===== src/rtl/tx_walk_pkg.sv =====
package tx_walk_pkg;

    localparam int WORD_W       = 32;
    localparam int BUF_W        = 2 * WORD_W;
    localparam int LEN_W        = 14;
    localparam int FETCH_MAX    = 3;
    localparam int CFG_WIDE_BIT = 30;
    localparam int CFG_EXT_BIT  = 29;
    localparam int W1_USED_BIT  = 31;
    localparam int W1_WRAP_BIT  = 30;
    localparam int W1_LAST_BIT  = 15;

    typedef enum logic [2:0] {
        ST_IDLE,
        ST_RD_REQ,
        ST_RD_CAP,
        ST_EVAL,
        ST_FB_REQ,
        ST_FB_CAP,
        ST_FB_WR,
        ST_ADV
    } walk_state_t;

    typedef struct packed {
        logic wide;
        logic ext;
    } walk_cfg_t;

    typedef struct packed {
        logic             used;
        logic             wrap;
        logic             last;
        logic [LEN_W-1:0] len;
        logic [BUF_W-1:0] buf_addr;
    } desc_info_t;

    // Bytes between consecutive descriptors: 8, 16 or 24.
    function automatic logic [4:0] desc_bytes(walk_cfg_t c);
        return 5'd8 + (c.wide ? 5'd8 : 5'd0) + (c.ext ? 5'd8 : 5'd0);
    endfunction

    // Words actually fetched per descriptor (the extension words are skipped).
    function automatic logic [1:0] fetch_count(walk_cfg_t c);
        return c.wide ? 2'd3 : 2'd2;
    endfunction

endpackage


===== src/rtl/tx_desc_decode.sv =====
module tx_desc_decode
    import tx_walk_pkg::*;
(
    input  walk_cfg_t         cfg,
    input  logic [WORD_W-1:0] w0,
    input  logic [WORD_W-1:0] w1,
    input  logic [WORD_W-1:0] w2,
    output desc_info_t        info,
    output logic              bad
);
    logic unused_bits;
    assign unused_bits = ^{cfg.ext, w1[29:16], w1[14]};

    always_comb begin
        info.used     = w1[W1_USED_BIT];
        info.wrap     = w1[W1_WRAP_BIT];
        info.last     = w1[W1_LAST_BIT];
        info.len      = w1[LEN_W-1:0];
        info.buf_addr = {(cfg.wide ? w2 : {WORD_W{1'b0}}), w0};
        bad           = (info.buf_addr == '0) || (info.len == '0);
    end
endmodule


===== src/rtl/tx_ptr_step.sv =====
module tx_ptr_step #(
    parameter int ADDR_W = 32
) (
    input  logic [ADDR_W-1:0] cur,
    input  logic [ADDR_W-1:0] base,
    input  logic              wrap,
    input  logic [4:0]        stride,
    output logic [ADDR_W-1:0] nxt
);
    assign nxt = wrap ? base : cur + ADDR_W'(stride);
endmodule


===== src/rtl/tx_frame_budget.sv =====
module tx_frame_budget #(
    parameter int MAX_BYTES = 2048,
    parameter int LEN_W     = 14
) (
    input  logic             clk,
    input  logic             rst,
    input  logic             clear,
    input  logic             accept,
    input  logic [LEN_W-1:0] len,
    output logic             over
);
    localparam int CNT_W = $clog2(MAX_BYTES + 1);
    localparam int SUM_W = ((CNT_W > LEN_W) ? CNT_W : LEN_W) + 1;

    logic [CNT_W-1:0] total;
    logic [SUM_W-1:0] sum;

    assign sum  = SUM_W'(total) + SUM_W'(len);
    assign over = sum > SUM_W'(MAX_BYTES);

    always_ff @(posedge clk) begin
        if (rst || clear) begin
            total <= '0;
        end else if (accept) begin
            total <= CNT_W'(sum);
        end
    end
endmodule


===== src/rtl/tx_desc_walker.sv =====
module tx_desc_walker
    import tx_walk_pkg::*;
#(
    parameter int ADDR_W          = 32,
    parameter int MAX_FRAME_BYTES = 2048
) (
    input  logic              clk,
    input  logic              rst,
    input  logic [31:0]       cfg_word,
    input  logic [ADDR_W-1:0] ring_base,
    input  logic              start,
    output logic              mem_req,
    output logic              mem_we,
    output logic [ADDR_W-1:0] mem_addr,
    output logic [31:0]       mem_wdata,
    input  logic [31:0]       mem_rdata,
    output logic              frag_valid,
    output logic [63:0]       frag_addr,
    output logic [13:0]       frag_len,
    output logic              frag_last,
    output logic              frame_done,
    output logic              err_invalid,
    output logic              err_oversize,
    output logic [ADDR_W-1:0] q_ptr,
    output logic              busy
);
    walk_state_t       state;
    walk_cfg_t         cfg_q;
    walk_cfg_t         cfg_now;
    logic [ADDR_W-1:0] ptr;
    logic [ADDR_W-1:0] first_ptr;
    logic [ADDR_W-1:0] q_ptr_r;
    logic [ADDR_W-1:0] step_next;
    logic [1:0]        idx;
    logic              pending;
    logic [WORD_W-1:0] dw [FETCH_MAX];
    logic [WORD_W-1:0] fb_word;
    desc_info_t        info;
    logic              bad;
    logic              over;
    logic              launch;
    logic              accept;
    logic              budget_clr;
    logic              unused_cfg;

    assign unused_cfg   = ^{cfg_word[31], cfg_word[28:0]};
    assign cfg_now.wide = cfg_word[CFG_WIDE_BIT];
    assign cfg_now.ext  = cfg_word[CFG_EXT_BIT];

    assign launch     = (state == ST_IDLE) && (start || pending);
    assign accept     = (state == ST_EVAL) && !info.used && !bad && !over;
    assign budget_clr = launch || (state == ST_ADV);

    // Per-word capture registers for the fetched descriptor.
    for (genvar g = 0; g < FETCH_MAX; g++) begin : g_word
        logic [WORD_W-1:0] word_q;
        always_ff @(posedge clk) begin
            if (rst) begin
                word_q <= '0;
            end else if (state == ST_RD_CAP && idx == 2'(g)) begin
                word_q <= mem_rdata;
            end
        end
        assign dw[g] = word_q;
    end

    tx_desc_decode u_dec (
        .cfg  (cfg_q),
        .w0   (dw[0]),
        .w1   (dw[1]),
        .w2   (dw[2]),
        .info (info),
        .bad  (bad)
    );

    tx_ptr_step #(.ADDR_W(ADDR_W)) u_step (
        .cur    (ptr),
        .base   (ring_base),
        .wrap   (info.wrap),
        .stride (desc_bytes(cfg_q)),
        .nxt    (step_next)
    );

    tx_frame_budget #(.MAX_BYTES(MAX_FRAME_BYTES), .LEN_W(LEN_W)) u_budget (
        .clk    (clk),
        .rst    (rst),
        .clear  (budget_clr),
        .accept (accept),
        .len    (info.len),
        .over   (over)
    );

    // Memory port driven from the sequencer state.
    always_comb begin
        mem_req   = 1'b0;
        mem_we    = 1'b0;
        mem_addr  = ptr + ADDR_W'({idx, 2'b00});
        mem_wdata = fb_word;
        mem_wdata[W1_USED_BIT] = 1'b1;
        case (state)
            ST_RD_REQ: mem_req = 1'b1;
            ST_FB_REQ: begin
                mem_req  = 1'b1;
                mem_addr = first_ptr + ADDR_W'(4);
            end
            ST_FB_WR: begin
                mem_req  = 1'b1;
                mem_we   = 1'b1;
                mem_addr = first_ptr + ADDR_W'(4);
            end
            default: ;
        endcase
    end

    always_ff @(posedge clk) begin
        if (rst) begin
            state     <= ST_IDLE;
            cfg_q     <= '0;
            ptr       <= '0;
            first_ptr <= '0;
            q_ptr_r   <= ring_base;
            idx       <= '0;
            pending   <= 1'b0;
            fb_word   <= '0;
        end else begin
            pending <= launch ? 1'b0 : (pending | start);
            case (state)
                ST_IDLE: begin
                    if (launch) begin
                        cfg_q     <= cfg_now;
                        ptr       <= q_ptr_r;
                        first_ptr <= q_ptr_r;
                        idx       <= '0;
                        state     <= ST_RD_REQ;
                    end
                end
                ST_RD_REQ: state <= ST_RD_CAP;
                ST_RD_CAP: begin
                    if (idx == fetch_count(cfg_q) - 2'd1) begin
                        state <= ST_EVAL;
                    end else begin
                        idx   <= idx + 2'd1;
                        state <= ST_RD_REQ;
                    end
                end
                ST_EVAL: begin
                    if (!accept) begin
                        state <= ST_IDLE;
                    end else if (info.last) begin
                        state <= ST_FB_REQ;
                    end else begin
                        ptr   <= step_next;
                        idx   <= '0;
                        state <= ST_RD_REQ;
                    end
                end
                ST_FB_REQ: state <= ST_FB_CAP;
                ST_FB_CAP: begin
                    fb_word <= mem_rdata;
                    state   <= ST_FB_WR;
                end
                ST_FB_WR: state <= ST_ADV;
                ST_ADV: begin
                    q_ptr_r   <= step_next;
                    ptr       <= step_next;
                    first_ptr <= step_next;
                    idx       <= '0;
                    state     <= ST_RD_REQ;
                end
                default: state <= ST_IDLE;
            endcase
        end
    end

    assign frag_valid   = accept;
    assign frag_addr    = info.buf_addr;
    assign frag_len     = info.len;
    assign frag_last    = info.last;
    assign err_invalid  = (state == ST_EVAL) && !info.used && bad;
    assign err_oversize = (state == ST_EVAL) && !info.used && !bad && over;
    assign frame_done   = (state == ST_ADV);
    assign q_ptr        = q_ptr_r;
    assign busy         = (state != ST_IDLE);
endmodule


===== config.mk =====
export PLATFORM = sky130hd
export DESIGN_NAME = tx_desc_walker
export DESIGN_NICKNAME = d
export VERILOG_FILES = /design/src/rtl/tx_walk_pkg.sv /design/src/rtl/tx_desc_decode.sv /design/src/rtl/tx_ptr_step.sv /design/src/rtl/tx_frame_budget.sv /design/src/rtl/tx_desc_walker.sv
export SDC_FILE = /design/constraint.sdc
export NUM_CORES = 1
export LEC_CHECK = 0
export CAP_MARGIN = 20
export CORE_MARGIN = 3
export CORE_UTILIZATION = 44
export CTS_CLUSTER_DIAMETER = 80
export DETAILED_ROUTE_END_ITERATION = 10
export DONT_BUFFER_PORTS = 1
export MAX_ROUTING_LAYER = met4
export PLACE_DENSITY = 0.68
export SYNTH_ARGS = -nofsm -noshare
export SYNTH_HDL_FRONTEND = slang
export SYNTH_HIERARCHICAL = 1
export SYNTH_SLANG_ARGS = --single-unit

===== constraint.sdc =====
create_clock -name clk -period 4.9 [get_ports clk]
set_input_delay 0.98 -clock clk [delete_from_list [all_inputs] [get_ports clk]]
set_output_delay 0.98 -clock clk [all_outputs]
set_load 0.1 [all_outputs]

Word level (Yosys, flattened, before mapping). Index checks and enable logic that the tools add are counted.

Muxes and demuxes: 25. Bitwise gates (word level): 1. Shift-type cells: 0. Reduce and logical (&&, ||, !) cells: 32. Div/mod/pow operators: 0. Multipliers: 0. Magnitude comparators: 1. Equality and inequality tests: 14. $add $sub $neg: 8.

Operator list (count): $mux W32 (8); $pmux W32 S3 (1); $logic_not A64 Y1 (1); $pmux W32 S2 (1); $add A32 B3 Y32 const B (1); $add A32 B4 Y32 (1); $add A32 B5 Y32 (1); $pmux W3 S8 (1); $add A12 B14 Y15 (1); $gt A15 B12 Y1 const B (1); $logic_not A14 Y1 (1); $eq A3 B3 Y1 const B (4); $mux W2 (5); $logic_and A1 B1 Y1 (9); $mux W3 (3); $mux W4 (2); $ne A2 B2 Y1 const B (4); $pmux W2 S4 (1); $eq A3 B2 Y1 const B (2); $reduce_bool A3 Y1 (2); $add A4 B4 Y5 const A (1); $add A5 B4 Y5 (1); $reduce_and A5 Y1 (1); $logic_or A1 B1 Y1 (4); other kinds (17) (24).

Memories: 0. Memory bits (read-only): 0. Register bits: 243. Word-level logic and storage cells: 94. RAM bits: 0. Latch bits: 0. Output and inout port bits: 182.

Logic depth before layout (Yosys ltp). Gate-level depths: netlist (run 1).

Depth in word-level cells: 8. Depth in mapped cells: 17. Mapped depth without buffers: 15.

Hierarchy. Netlist (run 1), hierarchy kept.

By module, submodules not included: tx_desc_walker (cells an instance 1279, instances 1, area each 10477.5 um^2); tx_ptr_step (cells an instance 174, instances 1, area each 1099.8 um^2); tx_frame_budget (cells an instance 123, instances 1, area each 1057.3 um^2); tx_desc_decode (cells an instance 112, instances 1, area each 760.7 um^2).

Least setup slack after synthesis (run 1). Ideal clock, no wire load.

Kind: register to register. From: reg g_word[1].word_q[0]. To: reg u_budget.total[0]. Stages on the path, launching flop included: 17. Setup slack: -0.800 ns. Buffers on the path: 3. Clock period less this slack: 5.700 ns. Required time: 4.772 ns. Data arrival time: 5.573 ns. Library setup time: 0.128 ns. Cells stage by stage: dfxtp_1 > buf_4 > ha_1 > inv_1 > fa_1 > nor2b_1 > o2111ai_1 > and3_1 > a21oi_1 > xor2_1 > nor4_1 > a21oi_1 > nor3_1 > clkbuf_1 > buf_1 > mux2i_1 > nor2_1.

Elaborated cells on any way between the ends: 8. Those cells by class: add/sub: 1; order compare: 1; reduce/logical: 6.

RTL lines: from (decl) (RTL line tx_desc_walker.sv:56) `logic [WORD_W-1:0] word_q;`; from (signal assigned) (RTL line tx_desc_walker.sv:61) `word_q <= mem_rdata;`; $add A12 B14 Y15 (RTL line tx_frame_budget.sv:18) `assign sum = SUM_W'(total) + SUM_W'(len);`; $gt A15 B12 Y1 (RTL line tx_frame_budget.sv:19) `assign over = sum > SUM_W'(MAX_BYTES);`; net over (RTL line tx_desc_walker.sv:40) `logic over;`; $logic_not A1 Y1 (RTL line tx_desc_walker.sv:51) `assign accept = (state == ST_EVAL) && !info.used && !bad && !over;`; $logic_and A1 B1 Y1 (RTL line tx_desc_walker.sv:51); net frag_valid (RTL line tx_desc_walker.sv:17) `output logic frag_valid,`; to (signal assigned) (RTL line tx_frame_budget.sv:25) `total <= CNT_W'(sum);`; to (decl) (RTL line tx_frame_budget.sv:15) `logic [CNT_W-1:0] total;`.

The timed path passes the listed nets, and every way through them passes these cells. A chain may end at the register's enable or synchronous reset.

Final worst setup path (run 1).
From: reg g_word[1].word_q[0]. To: out frag_valid.

Elaborated cells on any way between the ends: 8. Those cells by class: add/sub: 1; order compare: 1; reduce/logical: 6.

RTL lines (RTL line): $add A12 B14 Y15 (tx_frame_budget.sv:18); $gt A15 B12 Y1 (tx_frame_budget.sv:19); net over (tx_desc_walker.sv:40); $logic_not A1 Y1 (tx_desc_walker.sv:51); $logic_and A1 B1 Y1 (tx_desc_walker.sv:51); to (decl) (tx_desc_walker.sv:17).

The timed path passes the listed nets, and every way through them passes these cells.

==> results.json, run 1 <==
{
  "die_w_microns": 177,
  "grt_pass1_vias": 11000,
  "finalMaxSlewViolations": 0,
  "grt_pass1_wl_microns": 60500,
  "p_leak_nw": 5.20,
  "drtIter0Drc": 985,
  "slowest_delay_ps": 450,
  "power_mw": 5.26,
  "cp_cell_sequence": "ha_1 > inv_1 > fa_1 > nor2b_1 > o2111ai_1 > and3_1 > a21oi_1 > xor2_1 > nor4_1 > a21oi_1 > nor3_4 > buf_4",
  "io_pins": 281,
  "core_area_sq_um": 28800,
  "initial_core_util": 0.448,
  "gp_congestion": 0.917,
  "crit_family": "simple AND/OR/NAND/NOR gates",
  "layout_worst_path_cycle_share": 0.948,
  "cts_buffer_depth": 3,
  "cts_resized": 0,
  "slowest_stage": "buf_4",
  "clock.fmax_mhz": 215,
  "drv_cap": 0,
  "finClkSkew_ps": 15.2,
  "stdcell_area_sq_um": 14500,
  "cts_sinks": 228,
  "cts_tree": "built",
  "clkPwrFrac": 0.388,
  "drt-total-wl_microns": 39600,
  "clock_latency_ps": 540,
  "rsz0062_at_grt": "false",
  "rows": 62,
  "first_pass_iters": 7,
  "track_usage": 0.247,
  "cts_setup_buffers": 0,
  "combPwrFrac": 0.170,
  "grt_overflow": 0,
  "p_switching_mw": 1.78,
  "avgRoutedWirePerCell_microns": 19.7,
  "fin_crit_ps": 4640,
  "hold_viol": 0,
  "cts.reportedPaths.clkPinSlew_ps": 60,
  "dpl.hpwl_microns": 27300,
  "syn_to_final_growth_pct": 12.6,
  "drt.antenna.violating_nets": 0,
  "seqPwrFrac": 0.442,
  "critPathMaxFanout": 14,
  "syn_area_sq_um": 12900,
  "ys.warnings.count": 6,
  "cts_made_buffers": 26,
  "critical_path_arrival_ps": 3660,
  "portBuffers": 0,
  "power.density_nw_per_um2": 362,
  "swShare": 0.339,
  "status": "completed",
  "cts-root-buf": "clkbuf_16",
  "avgSynthCellArea_sq_um": 7.93,
  "crit_path_frequent_cell": "a21oi_1",
  "antenna_found_initial": 2,
  "drc": 0,
  "critPathBufInv": 2,
  "viasPerCell": 5.83,
  "dieArea_sq_um": 31400,
  "setup_viol": 0,
  "synth_cells": 1628,
  "stdcell_count": 2007,
  "drive_gt1_frac": 0.157,
  "cts_hold_buf": 0,
  "worst_hold_slack_ps": 466,
  "place_area_sq_um": 13600,
  "fin_nets": 1727,
  "grt_max_degree": 219,
  "n_fill_cell": 2703,
  "vias": 11700,
  "slew_headroom": 0.297,
  "critPathRequiredTime_ps": 3920,
  "die_y_microns": 177,
  "finalSetupTns_ps": 0,
  "hold_path_class": "flop to flop",
  "h-tree-depth": 1,
  "worst_pin_slew_ps": 1050,
  "critPathLaunchType": "flop",
  "p_int_mw": 3.47,
  "place_inst": 1956,
  "critPathKind": "flop to primary output",
  "endpoint_kind": "primary output",
  "ir_drop_mv": 0.257
}
[power groups by stage]
| stage | logic, mW | clock network (mW) | registers, mW |
|---|---|---|---|
| finish | 0.893 | 2.04 | 2.32 |
| global route | 0.948 | 2.14 | 2.34 |
| CTS | 0.884 | 2.07 | 2.32 |
| detailed placement | 0.881 | 0 | 2.36 |
| global placement | 0.869 | 0 | 2.36 |
| floorplan | 0.719 | 0 | 2.32 |
[path summary, 6_finish.rpt]
check                                    startpoint    endpoint  slack, ps  cells after the start
worst max-delay path            g_word[1].word_q[0]  frag_valid        260                     12
worst min-delay path                       cfg_q[0]    cfg_q[0]        470                      2
worst max register to register  g_word[1].word_q[0]      ptr[2]        600                     16
worst min register to register             cfg_q[0]    cfg_q[0]        470                      2
[placed cells by master (no fill, tap or decap), drive strengths merged, types with 6 or more instances in the layout]
cell type,count
dfxtp,196
and4,10
nor3,20
clkinv,9
nand2,387
o2111ai,8
clkbuf,38
mux2i,31
a21oi,136
nand3,78
and3,9
mux2,40
buf,103
nor4,33
ha,24
nor2b,6
inv,31
and2,38
or4,6
a311oi,65
nor2,103
o21ai,42
nand4,26
or3,6
xor2,50
xnor2,41
edfxtp,32
[cell type report]
type | instances | area [sq um] | area share
Timing Repair Buffer | 103 | 856 | 0.0589
Multi-Input combinational cell | 1210 | 7270 | 0.500
Clock buffer | 38 | 821 | 0.0565
Inverter | 32 | 120 | 0.00827
Sequential cell | 228 | 4890 | 0.336
Antenna cell | 2 | 5.00 | 0.000344
Tap cell | 384 | 480 | 0.0331
Clock inverter | 10 | 92.6 | 0.00637
[metrics by stage]
step,setup WS (ps),util
4_1_cts,303,0.504
3_5_place_dp,717,0.472
5_1_grt,28.8,0.505
3_3_place_gp,807,0.471
2_1_floorplan,121,-
6_report,256,0.505
[metal layers]
| layer | wire length, microns | GRT usage | vias up |
|---|---|---|---|
| met1 | 16200 | 0.309 | 5521 |
| met4 | 1340 | 0.0831 | 0 |
| met5 | 0 | - | - |
| met2 | 17800 | 0.383 | 535 |
| met3 | 4230 | 0.0736 | 92 |
| li1 | - | - | 5553 |
[flip-flops by register name, summed over array words and instances (netlist names), 2 cells and up]
name / count
g_word.word_q: 81
first_ptr: 32
ptr: 32
q_ptr: 32
fb_word: 31
u_budget/total: 12
state: 3
cfg_q: 2
idx: 2
[worst reg2reg max path: stages (launching register included)]
cell,delay (ps)
dfxtp_1,340
ha_1,170
inv_1,60
fa_1,400
nor2b_1,200
o2111ai_1,150
and3_1,260
a21oi_1,170
xor2_1,100
nor4_1,350
a21oi_1,240
nor4_1,390
o21ai_1,180
o21ai_4,580
buf_12,250
nor2_1,60
a311oi_1,290
Power figures use the tool's default switching activity.
==> run 2, diff against run 1 <==
CORE_UTILIZATION = 51   (was 44)
PLACE_DENSITY = 0.75   (was 0.68)
==> run 2 against run 1 <==
  * Clock power is 3% lower
  * Register-to-register slack better by 90 ps
  * Final area is 1.0% lower
  * Combinational power is 0.4% lower
  * Clock skew is 2.2 ps lower
  * Cell count is 3.1% lower
  * Sequential cell count stayed put
  * Routed wire length is 2.1% lower
  * Critical path type unchanged
  * Critical endpoint unchanged
==> results.json, run 2 (same netlist as run 1, synthesis figures left out) <==
{
  "status": "completed",
  "n_fill_cell": 2204,
  "first_pass_iters": 7,
  "dpl.hpwl_microns": 26600,
  "grt_pass1_wl_microns": 58200,
  "cts_buffer_depth": 3,
  "layout_worst_path_cycle_share": 0.934,
  "finClkSkew_ps": 13.0,
  "setup_viol": 0,
  "slowest_delay_ps": 450,
  "power.density_nw_per_um2": 360,
  "worst_pin_slew_ps": 1040,
  "critPathKind": "flop to primary output",
  "critPathRequiredTime_ps": 3920,
  "crit_family": "simple AND/OR/NAND/NOR gates",
  "grt_pass1_vias": 10700,
  "largest_reg_flops": 81,
  "cts-root-buf": "clkbuf_16",
  "final_cell_mix": "nand2_1, dfxtp_1, a21oi_1, nor2_1, buf_4",
  "cts_tree": "built",
  "track_usage": 0.275,
  "initial_core_util": 0.525,
  "endpoint_kind": "primary output",
  "cts_sinks": 228,
  "hold_viol": 0,
  "avgRoutedWirePerCell_microns": 19.9,
  "critPathMaxFanout": 14,
  "cp_cell_sequence": "ha_1 > inv_1 > fa_1 > nor2b_1 > o2111ai_1 > and3_1 > a21oi_1 > xor2_1 > nor4_1 > a21oi_1 > nor3_4 > buf_4",
  "drc": 0,
  "gp_congestion": 0.972,
  "antenna_found_initial": 0,
  "rows": 57,
  "drv_cap": 0,
  "crit_path_frequent_cell": "a21oi_1",
  "die_y_microns": 165,
  "grt_max_degree": 219,
  "worst_hold_slack_ps": 467,
  "portBuffers": 0,
  "drive_gt1_frac": 0.153,
  "syn_to_final_growth_pct": 11.4,
  "critical_path_arrival_ps": 3600,
  "critPathLaunchType": "flop",
  "drtIter0Drc": 1159,
  "mostFrequentLayoutCell": "nand2_1",
  "stdcell_count": 1945,
  "cts_hold_buf": 0,
  "critPathBufInv": 2,
  "core_area_sq_um": 24600,
  "vias": 11800,
  "cts_resized": 0,
  "dieArea_sq_um": 27300,
  "top_register": "g_word.word_q",
  "place_inst": 1894,
  "drt-total-wl_microns": 38800,
  "place_ws_ps": 802,
  "drt.antenna.violating_nets": 0,
  "cts_setup_buffers": 0,
  "ir_drop_mv": 0.316,
  "cts.reportedPaths.clkPinSlew_ps": 60,
  "die_w_microns": 165,
  "register_area_sq_um": 4890,
  "viasPerCell": 6.05,
  "clock_latency_ps": 530,
  "multi_input_area_sq_um": 7270,
  "fin_nets": 1725,
  "p_leak_nw": 5.16,
  "grt_overflow": 0,
  "clock.fmax_mhz": 219,
  "final.setup.worst_slack_ps": 324,
  "slowest_stage": "buf_4",
  "io_pins": 281,
  "hold_path_class": "flop to flop",
  "finalSetupTns_ps": 0,
  "cts_made_buffers": 26,
  "slew_headroom": 0.298,
  "fin_crit_ps": 4580,
  "finalMaxSlewViolations": 0,
  "h-tree-depth": 1,
  "rsz0062_at_grt": "false"
}
-- run 2: cell count changes in the layout (fill, tap and decap cells not counted), sizes merged --
cell | previous run | this run
clkbuf | 38 | 40
buf | 103 | 101
inv | 31 | 32
clkinv | 9 | 6
-- run 2: tightest hold or removal path: cells and delay by family, from the launching register on --
family | cells | cell delay (ps)
simple gates | 1 | 50
flops | 1 | 310
compound gates | 1 | 50
-- run 2: final cells by class --
cell class                      count  share of cell area
Multi-Input combinational cell   1210               0.505
Sequential cell                   228               0.340
Timing Repair Buffer              101              0.0569
Clock buffer                       40              0.0554
Tap cell                          324              0.0282
Inverter                           32             0.00835
Clock inverter                      8             0.00574
Antenna cell                        2            0.000348
-- run 2: layer usage --
metal	track usage	up-vias	wire, microns
met5	-	-	0
met4	0.103	0	1360
met3	0.0696	101	4010
met2	0.423	590	17800
met1	0.351	5548	15600
li1	-	5531	-
-- run 2: power breakdown --
part | switching [mW] | internal (mW)
clock network | 0.791 | 1.18
registers | 0.324 | 2.00
logic | 0.636 | 0.254
total | 1.75 | 3.43
-- run 2: worst paths after layout --
kind                             from             endpoint  slack [ps]  cells past startpoint
hold reg to reg   g_word[2].word_q[6]  g_word[2].word_q[6]         470                      2
setup / recovery  g_word[1].word_q[0]           frag_valid         320                     12
setup reg to reg  g_word[1].word_q[0]              ptr[17]         690                     16
hold / removal    g_word[2].word_q[6]  g_word[2].word_q[6]         470                      2
-- run 2: metrics by stage --
step | cell area (sq um) | power, mW | util
after global routing | 14400 | 5.34 | 0.584
after detailed placement | 13500 | 3.24 | 0.547
final | 14400 | 5.18 | 0.585
after CTS | 14400 | 5.20 | 0.583
after floorplan | 12900 | 3.03 | -
after global placement | 13400 | 3.21 | 0.546
